`config.mk`:
```
export PLATFORM = sky130hd
export DESIGN_NAME = coef_safeload_engine
export DESIGN_NICKNAME = d
export VERILOG_FILES = /design/src/rtl/sl_pkg.sv /design/src/rtl/sl_stage_regs.sv /design/src/rtl/sl_sequencer.sv /design/src/rtl/sl_ram_port.sv /design/src/rtl/coef_safeload_engine.sv
export SDC_FILE = /design/constraint.sdc
export NUM_CORES = 1
export LEC_CHECK = 0
export CORE_AREA = 2 2 148 150
export CTS_CLUSTER_DIAMETER = 30
export CTS_CLUSTER_SIZE = 40
export DETAILED_ROUTE_END_ITERATION = 8
export DIE_AREA = 0 0 150 152
export GPL_ROUTABILITY_DRIVEN = 0
export SLEW_MARGIN = 20
export SYNTH_ARGS = -nofsm -noshare
export SYNTH_HDL_FRONTEND = slang
export SYNTH_SLANG_ARGS = --single-unit
```
`constraint.sdc`:
```
create_clock -name clk -period 3.1 [get_ports clk]
set_clock_uncertainty 0.2 [all_clocks]
set_input_delay 0.465 -clock clk [delete_from_list [all_inputs] [get_ports clk]]
set_output_delay 0.465 -clock clk [all_outputs]
set_load 0.02 [all_outputs]
```
`src/rtl/sl_pkg.sv`:
```
// Shared types and helpers for the coefficient safeload engine.
// Assumes: nothing beyond the parameters handed to its functions.
package sl_pkg;

    typedef enum logic [1:0] {
        SL_IDLE  = 2'd0,
        SL_ARMED = 2'd1,
        SL_COPY  = 2'd2
    } sl_state_e;

    // True when a trigger value is a usable word count.
    function automatic logic count_ok(input logic [31:0] value, input int unsigned slots);
        return (value != 32'd0) && (value <= 32'(slots));
    endfunction

endpackage

```
`src/rtl/sl_stage_regs.sv`:
```
// Host-facing register file: staging words, stored destination and the trigger decode.
// Assumes: one host write per cycle. Any write is dropped while busy is high.
module sl_stage_regs #(
    parameter int HOST_AW = 4,
    parameter int DATA_W  = 32,
    parameter int RAM_AW  = 12,
    parameter int SLOTS   = 5,
    parameter int CNT_W   = $clog2(SLOTS + 1)
) (
    input  logic                           clk,
    input  logic                           rst_n,
    input  logic [HOST_AW-1:0]             host_addr,
    input  logic [DATA_W-1:0]              host_wdata,
    input  logic                           host_we,
    input  logic                           busy,
    output logic [SLOTS-1:0][DATA_W-1:0]   slot_q,
    output logic [RAM_AW-1:0]              dest_q,
    output logic                           trig_fire,
    output logic [CNT_W-1:0]               trig_cnt
);
    import sl_pkg::*;

    localparam logic [HOST_AW-1:0] DEST_ADDR = HOST_AW'(SLOTS + 1);
    localparam logic [HOST_AW-1:0] TRIG_ADDR = HOST_AW'(SLOTS + 2);

    logic wr_ok;
    assign wr_ok = host_we && !busy;

    // One register per staging word, each with its own address decode.
    for (genvar s = 0; s < SLOTS; s++) begin : g_slot
        logic slot_hit;
        assign slot_hit = wr_ok && (host_addr == HOST_AW'(s + 1));

        // Capture the staging word when the host addresses this slot.
        always_ff @(posedge clk) begin
            if (!rst_n)        slot_q[s] <= '0;
            else if (slot_hit) slot_q[s] <= host_wdata;
        end


        stage_hold_chk: assert property (@(posedge clk) disable iff (!rst_n)
            $past(busy) |-> $stable(slot_q[s]));
    end

    // Capture the stored destination value (target minus one).
    always_ff @(posedge clk) begin
        if (!rst_n)                                  dest_q <= '0;
        else if (wr_ok && host_addr == DEST_ADDR)    dest_q <= host_wdata[RAM_AW-1:0];
    end

    // Decode a trigger write carrying a legal count.
    always_comb begin
        trig_fire = wr_ok && (host_addr == TRIG_ADDR) && count_ok(host_wdata, SLOTS);
        trig_cnt  = host_wdata[CNT_W-1:0];
    end


    dest_hold_chk: assert property (@(posedge clk) disable iff (!rst_n)
        $past(busy) |-> $stable(dest_q));

endmodule

```
`src/rtl/sl_sequencer.sv`:
```
// Arm / wait-for-frame / copy state machine with the word index.
// Assumes: trig_fire is asserted only while idle, with a count of 1..SLOTS.
module sl_sequencer #(
    parameter int SLOTS = 5,
    parameter int CNT_W = $clog2(SLOTS + 1)
) (
    input  logic             clk,
    input  logic             rst_n,
    input  logic             trig_fire,
    input  logic [CNT_W-1:0] trig_cnt,
    input  logic             frame_tick,
    output logic             busy,
    output logic             copying,
    output logic [CNT_W-1:0] idx
);
    import sl_pkg::*;

    sl_state_e        state_q;
    logic [CNT_W-1:0] cnt_q;
    logic [CNT_W-1:0] idx_q;
    logic             last_word;

    assign last_word = (idx_q == cnt_q - CNT_W'(1));

    // Advance through arm, wait and copy; count words during the copy.
    always_ff @(posedge clk) begin
        if (!rst_n) begin
            state_q <= SL_IDLE;
            cnt_q   <= '0;
            idx_q   <= '0;
        end else begin
            case (state_q)
                SL_IDLE: if (trig_fire) begin
                    state_q <= SL_ARMED;
                    cnt_q   <= trig_cnt;
                end
                SL_ARMED: if (frame_tick) begin
                    state_q <= SL_COPY;
                    idx_q   <= '0;
                end
                SL_COPY: begin
                    if (last_word) state_q <= SL_IDLE;
                    else           idx_q   <= idx_q + CNT_W'(1);
                end
                default: state_q <= SL_IDLE;
            endcase
        end
    end

    // Present status to the rest of the block.
    always_comb begin
        busy    = (state_q != SL_IDLE);
        copying = (state_q == SL_COPY);
        idx     = idx_q;
    end


    count_range_chk: assert property (@(posedge clk) disable iff (!rst_n)
        busy |-> (cnt_q != '0) && (cnt_q <= CNT_W'(SLOTS)));


    idx_bound_chk: assert property (@(posedge clk) disable iff (!rst_n)
        copying |-> (idx_q < cnt_q));


    arm_hold_chk: assert property (@(posedge clk) disable iff (!rst_n)
        (state_q == SL_ARMED && !frame_tick) |=> (state_q == SL_ARMED));

endmodule

```
`src/rtl/sl_ram_port.sv`:
```
// Forms the parameter-RAM write: adds the bias back onto the destination and picks the word.
// Assumes: idx stays below SLOTS while copying is high.
module sl_ram_port #(
    parameter int DATA_W = 32,
    parameter int RAM_AW = 12,
    parameter int SLOTS  = 5,
    parameter int CNT_W  = $clog2(SLOTS + 1)
) (
    input  logic                         copying,
    input  logic [CNT_W-1:0]             idx,
    input  logic [SLOTS-1:0][DATA_W-1:0] slot_q,
    input  logic [RAM_AW-1:0]            dest_q,
    output logic                         ram_we,
    output logic [RAM_AW-1:0]            ram_addr,
    output logic [DATA_W-1:0]            ram_wdata
);
    // Drive the write port straight from the sequencer state.
    always_comb begin
        ram_we    = copying;
        ram_addr  = dest_q + RAM_AW'(1) + RAM_AW'(idx);
        ram_wdata = '0;
        if (idx < CNT_W'(SLOTS)) ram_wdata = slot_q[idx];
    end
endmodule

```
`src/rtl/coef_safeload_engine.sv`:
```
// Top level of the coefficient safeload engine: host registers, sequencer and RAM port.
// Assumes: frame_tick is synchronous to clk; the RAM accepts one write per cycle.
module coef_safeload_engine #(
    parameter int HOST_AW = 4,
    parameter int DATA_W  = 32,
    parameter int RAM_AW  = 12,
    parameter int SLOTS   = 5
) (
    input  logic               clk,
    input  logic               rst_n,
    input  logic [HOST_AW-1:0] host_addr,
    input  logic [DATA_W-1:0]  host_wdata,
    input  logic               host_we,
    input  logic               frame_tick,
    output logic               ram_we,
    output logic [RAM_AW-1:0]  ram_addr,
    output logic [DATA_W-1:0]  ram_wdata,
    output logic               busy
);
    localparam int CNT_W = $clog2(SLOTS + 1);

    logic [SLOTS-1:0][DATA_W-1:0] slot_q;
    logic [RAM_AW-1:0]            dest_q;
    logic                         trig_fire;
    logic [CNT_W-1:0]             trig_cnt;
    logic                         copying;
    logic [CNT_W-1:0]             idx;

    sl_stage_regs #(
        .HOST_AW(HOST_AW), .DATA_W(DATA_W), .RAM_AW(RAM_AW), .SLOTS(SLOTS), .CNT_W(CNT_W)
    ) stage_i (
        .clk(clk), .rst_n(rst_n), .host_addr(host_addr), .host_wdata(host_wdata),
        .host_we(host_we), .busy(busy), .slot_q(slot_q), .dest_q(dest_q),
        .trig_fire(trig_fire), .trig_cnt(trig_cnt)
    );

    sl_sequencer #(.SLOTS(SLOTS), .CNT_W(CNT_W)) seq_i (
        .clk(clk), .rst_n(rst_n), .trig_fire(trig_fire), .trig_cnt(trig_cnt),
        .frame_tick(frame_tick), .busy(busy), .copying(copying), .idx(idx)
    );

    sl_ram_port #(.DATA_W(DATA_W), .RAM_AW(RAM_AW), .SLOTS(SLOTS), .CNT_W(CNT_W)) ram_i (
        .copying(copying), .idx(idx), .slot_q(slot_q), .dest_q(dest_q),
        .ram_we(ram_we), .ram_addr(ram_addr), .ram_wdata(ram_wdata)
    );


    tick_launch_chk: assert property (@(posedge clk) disable iff (!rst_n)
        $rose(ram_we) |-> $past(frame_tick));


    addr_step_chk: assert property (@(posedge clk) disable iff (!rst_n)
        (ram_we && $past(ram_we)) |-> (ram_addr == $past(ram_addr) + RAM_AW'(1)));


    busy_cover_chk: assert property (@(posedge clk) disable iff (!rst_n)
        ram_we |-> busy);


    arm_edge_chk: assert property (@(posedge clk) disable iff (!rst_n)
        $rose(busy) |-> $past(host_we));

endmodule

```
; ---- Word level (Yosys, flattened, before mapping)
; Cells that the tools add are included.
[word_totals]
register_bits = 180
romBits = 0
ramBits = 0
n_memories = 0
word_cells = 58
latchBits = 0
input_bits = 40
[classes]
n_mul = 0
addsub = 4
shift = 0
magnitude_cmp = 3
bitwise_logic = 0
eq_ne = 14
div = 0
reduce_logical = 18
n_mux = 10
[op_table]
columns = op, n
row1 = binary-select mux 32 bit (select 3 bit), 1
row2 = two-way mux 32 bit, 2
row3 = "<= comparator 32 x 3 -> 1 bit, second input constant", 1
row4 = nonzero test 32 bit, 1
row5 = "== test 4 x 3 -> 1 bit, second input constant", 4
row6 = "adder 12 x 1 -> 12 bit, second input constant", 1
row7 = adder 12 x 3 -> 12 bit, 1
row8 = logical AND 1 bit, 10
row9 = "== test 4 x 2 -> 1 bit, second input constant", 2
row10 = two-way mux 2 bit, 3
row11 = two-way mux 3 bit, 2
row12 = one-hot mux 2 bit (3 select lines), 1
row13 = one-hot mux 3 bit (2 select lines), 1
row14 = AND reduction 3 bit, 2
row15 = "== test 4 x 1 -> 1 bit, second input constant", 1
row16 = "less-than comparator 3 x 4 -> 1 bit, second input constant", 1
row17 = "inequality test 2 x 1 -> 1 bit, second input constant", 2
row18 = "inequality test 2 bit, second input constant", 2
row19 = nonzero test 2 bit, 2
row20 = "adder 3 x 1 -> 3 bit, second input constant", 1
row21 = == test 3 bit, 1
row22 = "less-than comparator 3 bit, second input constant", 1
row23 = "subtractor 3 x 1 -> 3 bit, second input constant", 1
row24 = "== test 2 x 1 -> 1 bit, second input constant", 1
row25 = other kinds (4), 4

; ---- Longest topological paths before layout
; Gate-level depths: netlist of the first run.
[depth]
ltp_word = 7
mapped_depth = 11
depth_no_buf = 8

; ---- By module
; Synthesis of the first run repeated with hierarchy kept, for this count alone.
[hier_totals]
hier_cells = 1042
area_unflattened_um2 = 9148.8
[by_module_without_submodules]
columns = mod, n_inst, cells_per_inst, area_per_inst_um2, seq_area_each_um2
row1 = sl_stage_regs, 1, 811, 7075.5, 3443.3
row2 = sl_ram_port, 1, 184, 1610.3, 0.0
row3 = sl_sequencer, 1, 47, 462.9, 160.2

; ---- Worst setup path before layout of the first run
; No wires, ideal clock.
[synth_timing]
path_kind = flip-flop to output port
start = reg seq_i.idx_q[0] (netlist: seq_i.idx[0])
end = out ram_addr[10]
setup_slack_ps = 117
stages_incl_launch_ff = 12
t_arrival_ps = 2318
n_path_buf = 3
cell_sequence = dfxtp_1 -> buf_2 -> buf_2 -> buf_2 -> inv_1 -> ha_1 -> inv_1 -> fa_1 -> a21oi_1 -> nor2_1 -> nand4_1 -> xnor2_1
[synth_via]
elab_chain_len = 1
[synth_rtl]
columns = element, line
row1 = from (decl), sl_sequencer.sv:20  ; logic [CNT_W-1:0] idx_q;
row2 = from (signal assigned), sl_sequencer.sv:43  ; else idx_q <= idx_q + CNT_W'(1);
row3 = adder 12 x 3 -> 12 bit, sl_ram_port.sv:20  ; ram_addr = dest_q + RAM_AW'(1) + RAM_AW'(idx);
row4 = to (decl), coef_safeload_engine.sv:16  ; output logic [RAM_AW-1:0] ram_addr,
; No other way between the ends.

; ---- Worst setup path in the final report of the first run
[layout_timing]
start = reg seq_i.idx_q[2] (netlist: seq_i.idx[2])
end = out ram_wdata[4]
[layout_via]
elab_chain_len = 3
[layout_rtl]
columns = element, line
row1 = binary-select mux 32 bit (select 3 bit), sl_ram_port.sv:22  ; if (idx < CNT_W'(SLOTS)) ram_wdata = slot_q[idx];
row2 = two-way mux 32 bit (implied by the code), sl_ram_port.sv:22
row3 = two-way mux 32 bit (*), sl_ram_port.sv:22
row4 = to (decl), coef_safeload_engine.sv:17  ; output logic [DATA_W-1:0] ram_wdata,
; Mark *: on every way between the ends. The rest lies on a longest branch, timed or not. The select of a mux whose other input is x is not followed.

==> results.ini, run 1 <==
[logic_synthesis]
synth_sequential_area_ratio_pct = 43.1
synth_seq_cells = 180
ys_warn_count = 0
netlist_top_cells_area = dfxtp_1, nand2_1, a21boi_1
synth.net_count = 1033
netlist_area_pre_place_um2 = 8360
synthCells = 987
synth-main-ff-cell = dfxtp_1
synth-edff-count = 0
synth.distinct_cells = 38
asyncSetResetFlopFracSynth_pct = 0
synth_top_cell_by_area = dfxtp_1
avgSynthCellArea_um2 = 8.47
netlist.area_leader.share_pct = 43.1

[layout]
most-common-layout-cells = nand2_1, dfxtp_1, a21boi_1, clkdlybuf4s50_1, inv_1
num-fill-cells = 2127
drive_above_1_share_pct = 10.9
layout.cells.most_common = nand2_1
layout.nets = 1105
final_util_pct = 48.6
syn_to_final_growth_pct = 24.3

[power]
pwr-share-seq_pct = 45.9
power.total_mw = 5.13
powerDensity_nw_per_um2 = 494
pwr-share-clk_pct = 48.1
vdd.ir_drop.worst_v = 0.000343
combinationalPowerShare_pct = 5.9
power.leakage_nw = 4.05
switching_power_mw = 1.09
switching_share_pct = 21.3
internal_power_mw = 4.03

[worst_setup_path]
crit_path_end_kind = output port
setup_cp_type = flip-flop to output port
worst-path-max-fanout = 19
critPathLaunchType = flip-flop
cp_data_required_time_ns = 2.43
critical_path_arrival_ns = 2.35

[global_route]
grt.total_usage_pct = 20.6
grt_pass1_wl_mm = 36.6
grt_antenna_before_repair = 1
grt_remaining_overflow = 0
largest_net_degree_at_the_start_of_global_routing = 73
grt_pass1_vias = 6587

[detailed_routing]
vias_post_dr = 6949
routed-wl-met2_mm = 10.7
routed-wl-met3_mm = 1.16
residual_drc = 0
first_iter_violations = 424
firstDrtPassIters = 5
wl_per_cell_um = 17.1
post_drt_via_cell_ratio = 5.14
drtAntennaViolNets = 0
route.layer.met1.wl_mm = 11.1
topRoutingLayerUsed = met4
wl_mm = 23.2

[timing]
rsz0062_at_grt = no
timing.final.crit_period_ns = 3.01
setup_viol_count_final = 0
max_slew_violations = 0
worst_pin_slew_ns = 0.655
timing.fmax_ghz = 0.332
hold_viol_final = 0
timing.max_slew.rel_slack_pct = 55.9
layout_worst_path_cycle_share_pct = 97.2
tns_ns = 0

[floorplan]
floorplan.initialDensity_pct = 39.1
io-pin-count = 86
placeableCoreArea_um2 = 21400
fp.dieArea_um2 = 22800
die-width_um = 150
row_count = 54
floorplan.die.height_um = 152

[place]
port-buffer-count = 85
dp_hpwl_mm = 14.5

[clock_network]
cts_buffer_count = 17
clkSinkCount = 180
cts.hold.buffers_added = 0
clock_tree.root_cell = clkbuf_16
max-clock-path-buffers = 2
tritoncts = built
postCtsSetupRepairBufs = 0
cts_max_level = 4
clkSlewWorstSetupHoldPaths_ns = 0.07
clk-insertion-delay-late_ns = 0.44

[run]
maxCapViolations = 0

[hold_path]
timing.hold.worst.class = primary input to flip-flop

[status]
outcome = finished, final reports clean

final timing paths:
path	startpoint	end	slack [ns]	cells past startpoint
setup / recovery	seq_i.idx[2]	ram_wdata[4]	0.09	6
hold / removal	rst_n	seq_i.idx[0]	0.24	3
setup reg to reg	seq_i.state_q[1]	stage_i.slot_q[97]	0.97	5
hold reg to reg	stage_i.slot_q[152]	stage_i.slot_q[152]	0.25	2
power by group through the flow:
stage                     Sequential (mW)  Combinational [mW]  Clock [mW]
after detailed placement             2.41               0.306           0
after floorplan                      2.40               0.146           0
final                                2.35               0.305        2.47
after CTS                            2.35               0.307        2.50
after global routing                 2.36               0.327        2.60
after global placement               2.41               0.306           0
timing repair:
item	in CTS	in global routing
resized for setup	11	34
setup endpoints to repair	27	37
cloned	0	1
cell usage after synthesis (2+ instances only):
library cell / n
xnor2_1: 6
nand2_1: 366
mux2i_1: 16
a21oi_1: 3
nand3_1: 5
nor3b_1: 2
clkbuf_1: 50
dfxtp_1: 180
nor2_1: 4
mux4_2: 32
inv_1: 39
nor2b_1: 15
a21boi_1: 160
nor4_1: 7
nand4_1: 5
ha_1: 5
o21ai_0: 2
nand3b_1: 4
xor2_1: 8
a211oi_1: 2
buf_2: 26
o21ai_1: 31
and3_1: 2
and3b_1: 3
worst max-delay path: stages (launching register included):
cell	delay, ns
dfxtp_1	0.39
buf_6	0.24
nor3b_4	0.26
buf_6	0.23
nand2_1	0.07
o21ai_1	0.08
clkdlybuf4s50_1	0.63
flip-flops by register name, summed over array words and instances, names as in the netlist:
| name | flops |
|---|---|
| stage_i.slot_q | 160 |
| stage_i.dest_q | 12 |
| seq_i.cnt_q | 3 |
| seq_i.idx | 3 |
| seq_i.state_q | 2 |
metrics by stage:
stage / cells / setup WS [ns] / area, um2 / hold WS, ns
3_5_place_dp: 1319 / 0.189 / 9620 / 0.241
4_1_cts: 1351 / 0.00210 / 10300 / 0.237
3_3_place_gp: 1319 / 0.208 / 9620 / 0.237
2_1_floorplan: 987 / 0.117 / 8360 / 0.232
5_1_grt: 1352 / 0.000485 / 10400 / 0.262
6_report: 1353 / 0.0856 / 10400 / 0.239
metal layers:
metal  vias to the layer above  track usage [%]
li1                       3404                -
met1                      3367             28.6
met2                       153             32.8
met3                        25             4.23
met4                         0             5.21
met5                         -                0
logic make-up after synthesis:
kind of cell | synth area share [%]
fa+ha+maj | 0.988
simple gates | 21.0
mux | 10.5
buf+inv | 5.55
xor+xnor | 1.75
compound gates | 17.1
flops | 43.1
final cells by class:
cell class	count	area [um2]	share of cell area, %
antenna	1	2.50	0.0241
multi-input combinational	692	4310	41.5
sequential	180	3610	34.7
tap	280	350	3.37
inverter	39	146	1.41
clock inverter	9	199	1.92
timing repair buffer	129	1300	12.5
clock buffer	23	468	4.51
Note: power is estimated with default switching activity, not from simulation.
==> run 2, diff against run 1 <==
--- a/config.mk
+++ b/config.mk
@@ -11,7 +11,10 @@
 export DETAILED_ROUTE_END_ITERATION = 8
 export DIE_AREA = 0 0 150 152
 export GPL_ROUTABILITY_DRIVEN = 0
+export PLACE_DENSITY_LB_ADDON = 0.2
+export SKIP_LAST_GASP = 1
 export SLEW_MARGIN = 20
 export SYNTH_ARGS = -nofsm -noshare
 export SYNTH_HDL_FRONTEND = slang
 export SYNTH_SLANG_ARGS = --single-unit
+export TNS_END_PERCENT = 100
==> run 2 against run 1 <==
  * Global-route usage about the same
  * Wire length down 1.3%
  * Total power down 4.8%
  * Register-to-register slack worse by 0.08 ns
  * Critical path depth down 1
  * Via count down 1.1%
  * Critical path type unchanged
==> results.ini, run 2 (same netlist as run 1, synthesis figures left out) <==
[layout]
layout.nets = 1110  ; was 1,105
reg_with_most_ffs = stage_i.slot_q  ; unchanged
most-common-layout-cells = nand2_1, dfxtp_1, a21boi_1, clkdlybuf4s50_1, buf_4  ; was nand2_1, dfxtp_1, a21boi_1, clkdlybuf4s50_1, inv_1
largestRegisters = stage_i.slot_q (160), stage_i.dest_q (12)  ; unchanged
layout.cells.most_common = nand2_1  ; unchanged
largest_register_ff_count = 160  ; unchanged
drive_above_1_share_pct = 11.4  ; was 10.9%
final_util_pct = 48.1  ; was 48.6%
syn_to_final_growth_pct = 22.9  ; was 24.3%
diodes = 0  ; was 1

[floorplan]
io-pin-count = 86  ; unchanged
row_count = 54  ; unchanged
fp.dieArea_um2 = 22800  ; unchanged
placeableCoreArea_um2 = 21400  ; unchanged
die-width_um = 150  ; unchanged
floorplan.die.height_um = 152  ; unchanged
floorplan.initialDensity_pct = 39.1  ; unchanged

[timing]
setup_slack_ns = 0.0700  ; was 0.0856 ns
max_slew_violations = 0  ; unchanged
setup_viol_count_final = 0  ; unchanged
timing.fmax_ghz = 0.330  ; was 0.332 GHz
rsz0062_at_grt = yes  ; was no
tns_ns = 0  ; unchanged
hold_viol_final = 0  ; unchanged
layout_worst_path_cycle_share_pct = 97.7  ; was 97.2%
worst_pin_slew_ns = 0.740  ; was 0.655 ns
timing.final.crit_period_ns = 3.03  ; was 3.01 ns
timing.max_slew.rel_slack_pct = 50.5  ; was 55.9%

[worst_setup_path]
worst-r2r-setup-slack_ns = 0.89  ; was 0.97 ns
critPathLaunchType = flip-flop  ; unchanged
worst-path-max-fanout = 35  ; was 19
setup_cp_type = flip-flop to output port  ; unchanged
crit_path_end_kind = output port  ; unchanged
cp_data_required_time_ns = 2.43  ; about the same
critical_path_arrival_ns = 2.37  ; was 2.35 ns

[detailed_routing]
vias_post_dr = 6875  ; was 6,949
drtAntennaViolNets = 0  ; unchanged
wl_per_cell_um = 16.9  ; was 17.1 um
post_drt_via_cell_ratio = 5.07  ; was 5.14
first_iter_violations = 433  ; was 424
wl_mm = 22.9  ; was 23.2 mm
firstDrtPassIters = 4  ; was 5
residual_drc = 0  ; unchanged

[global_route]
grt_pass1_wl_mm = 36.7  ; was 36.6 mm
grt_remaining_overflow = 0  ; unchanged
largest_net_degree_at_the_start_of_global_routing = 90  ; was 73
grt.total_usage_pct = 20.6  ; about the same
grt_pass1_vias = 6473  ; was 6,587
grt_antenna_before_repair = 1  ; unchanged

[power]
vdd.ir_drop.worst_v = 0.000400  ; was 0.000343 V
power.leakage_nw = 3.64  ; was 4.05 nW
powerDensity_nw_per_um2 = 475  ; was 494 nW/um2
power.total_mw = 4.88  ; was 5.13 mW

[place]
port-buffer-count = 85  ; unchanged
dp_hpwl_mm = 15.0  ; was 14.5 mm
post_place_worst_slack_ns = 0.153  ; was 0.189 ns

[clock_network]
tritoncts = built  ; unchanged
cts_max_level = 4  ; unchanged
clock_tree.root_cell = clkbuf_16  ; unchanged
clk-insertion-delay-late_ns = 0.42  ; was 0.44 ns
cts_buffer_count = 17  ; unchanged
clkSinkCount = 180  ; unchanged
max-clock-path-buffers = 2  ; unchanged
clkSlewWorstSetupHoldPaths_ns = 0.06  ; was 0.07 ns

[run]
maxCapViolations = 0  ; unchanged

[hold_path]
timing.hold.worst.class = flip-flop to flip-flop  ; was primary input to flip-flop

[status]
outcome = finished, final reports clean  ; unchanged

==> run 2: area by class of cell <==
class / instances / area [um2]
fillers: 2118 / 11100
inverters: 39 / 146
clock buffers: 19 / 443
multi-input cells: 692 / 4310
well taps: 280 / 350
repair buffers: 134 / 1260
clock inverters: 12 / 158
flip-flops and latches: 180 / 3610
==> run 2: final timing paths <==
| kind | depth (start not counted) | end | start |
|---|---|---|---|
| worst max-delay path | 5 | ram_wdata[9] | seq_i.idx[0] |
| worst min-delay path | 2 | stage_i.slot_q[74] | stage_i.slot_q[74] |
| worst max register to register | 5 | stage_i.slot_q[41] | seq_i.state_q[1] |
| worst min register to register | 2 | stage_i.slot_q[74] | stage_i.slot_q[74] |
==> run 2: critical path, cell delays in order (launching register included) <==
cell             delay, ns
dfxtp_2               0.35
buf_12                0.28
mux4_2                0.56
inv_1                 0.08
o21ai_1               0.08
clkdlybuf4s50_1       0.56
==> run 2: layer usage <==
layer | global-route usage, % | part of all wire, % | vias to the layer above
met2 | 31.8 | 46 | 144
met3 | 3.72 | 4.8 | 21
met4 | 5.39 | 1.3 | 0
met5 | 0 | 0 | -
li1 | - | - | 3404
met1 | 29.6 | 48 | 3306
==> run 2: what timing repair did <==
item / in CTS / in global routing
endpoints found under the hold margin: 0 / 0
endpoints found under the setup margin: 8 / 12
resized for setup: 9 / 11
hold buffers: 0 / 0
buffers inserted: 0 / 0
==> run 2: per-stage QoR <==
step / hold WS, ns / instance area [um2] / instances
4_1_cts: 0.252 / 10300 / 1356
3_3_place_gp: 0.237 / 9650 / 1325
3_5_place_dp: 0.243 / 9650 / 1325
5_1_grt: 0.264 / 10300 / 1356
6_report: 0.252 / 10300 / 1356
2_1_floorplan: 0.232 / 8360 / 987
==> run 2: where the power goes <==
group          switching (mW)  leakage (nW)  internal, mW
Clock                   0.931         0.273          1.29
Sequential             0.0144          1.45          2.34
Combinational           0.165          1.91         0.145
Total                    1.11          3.64          3.77
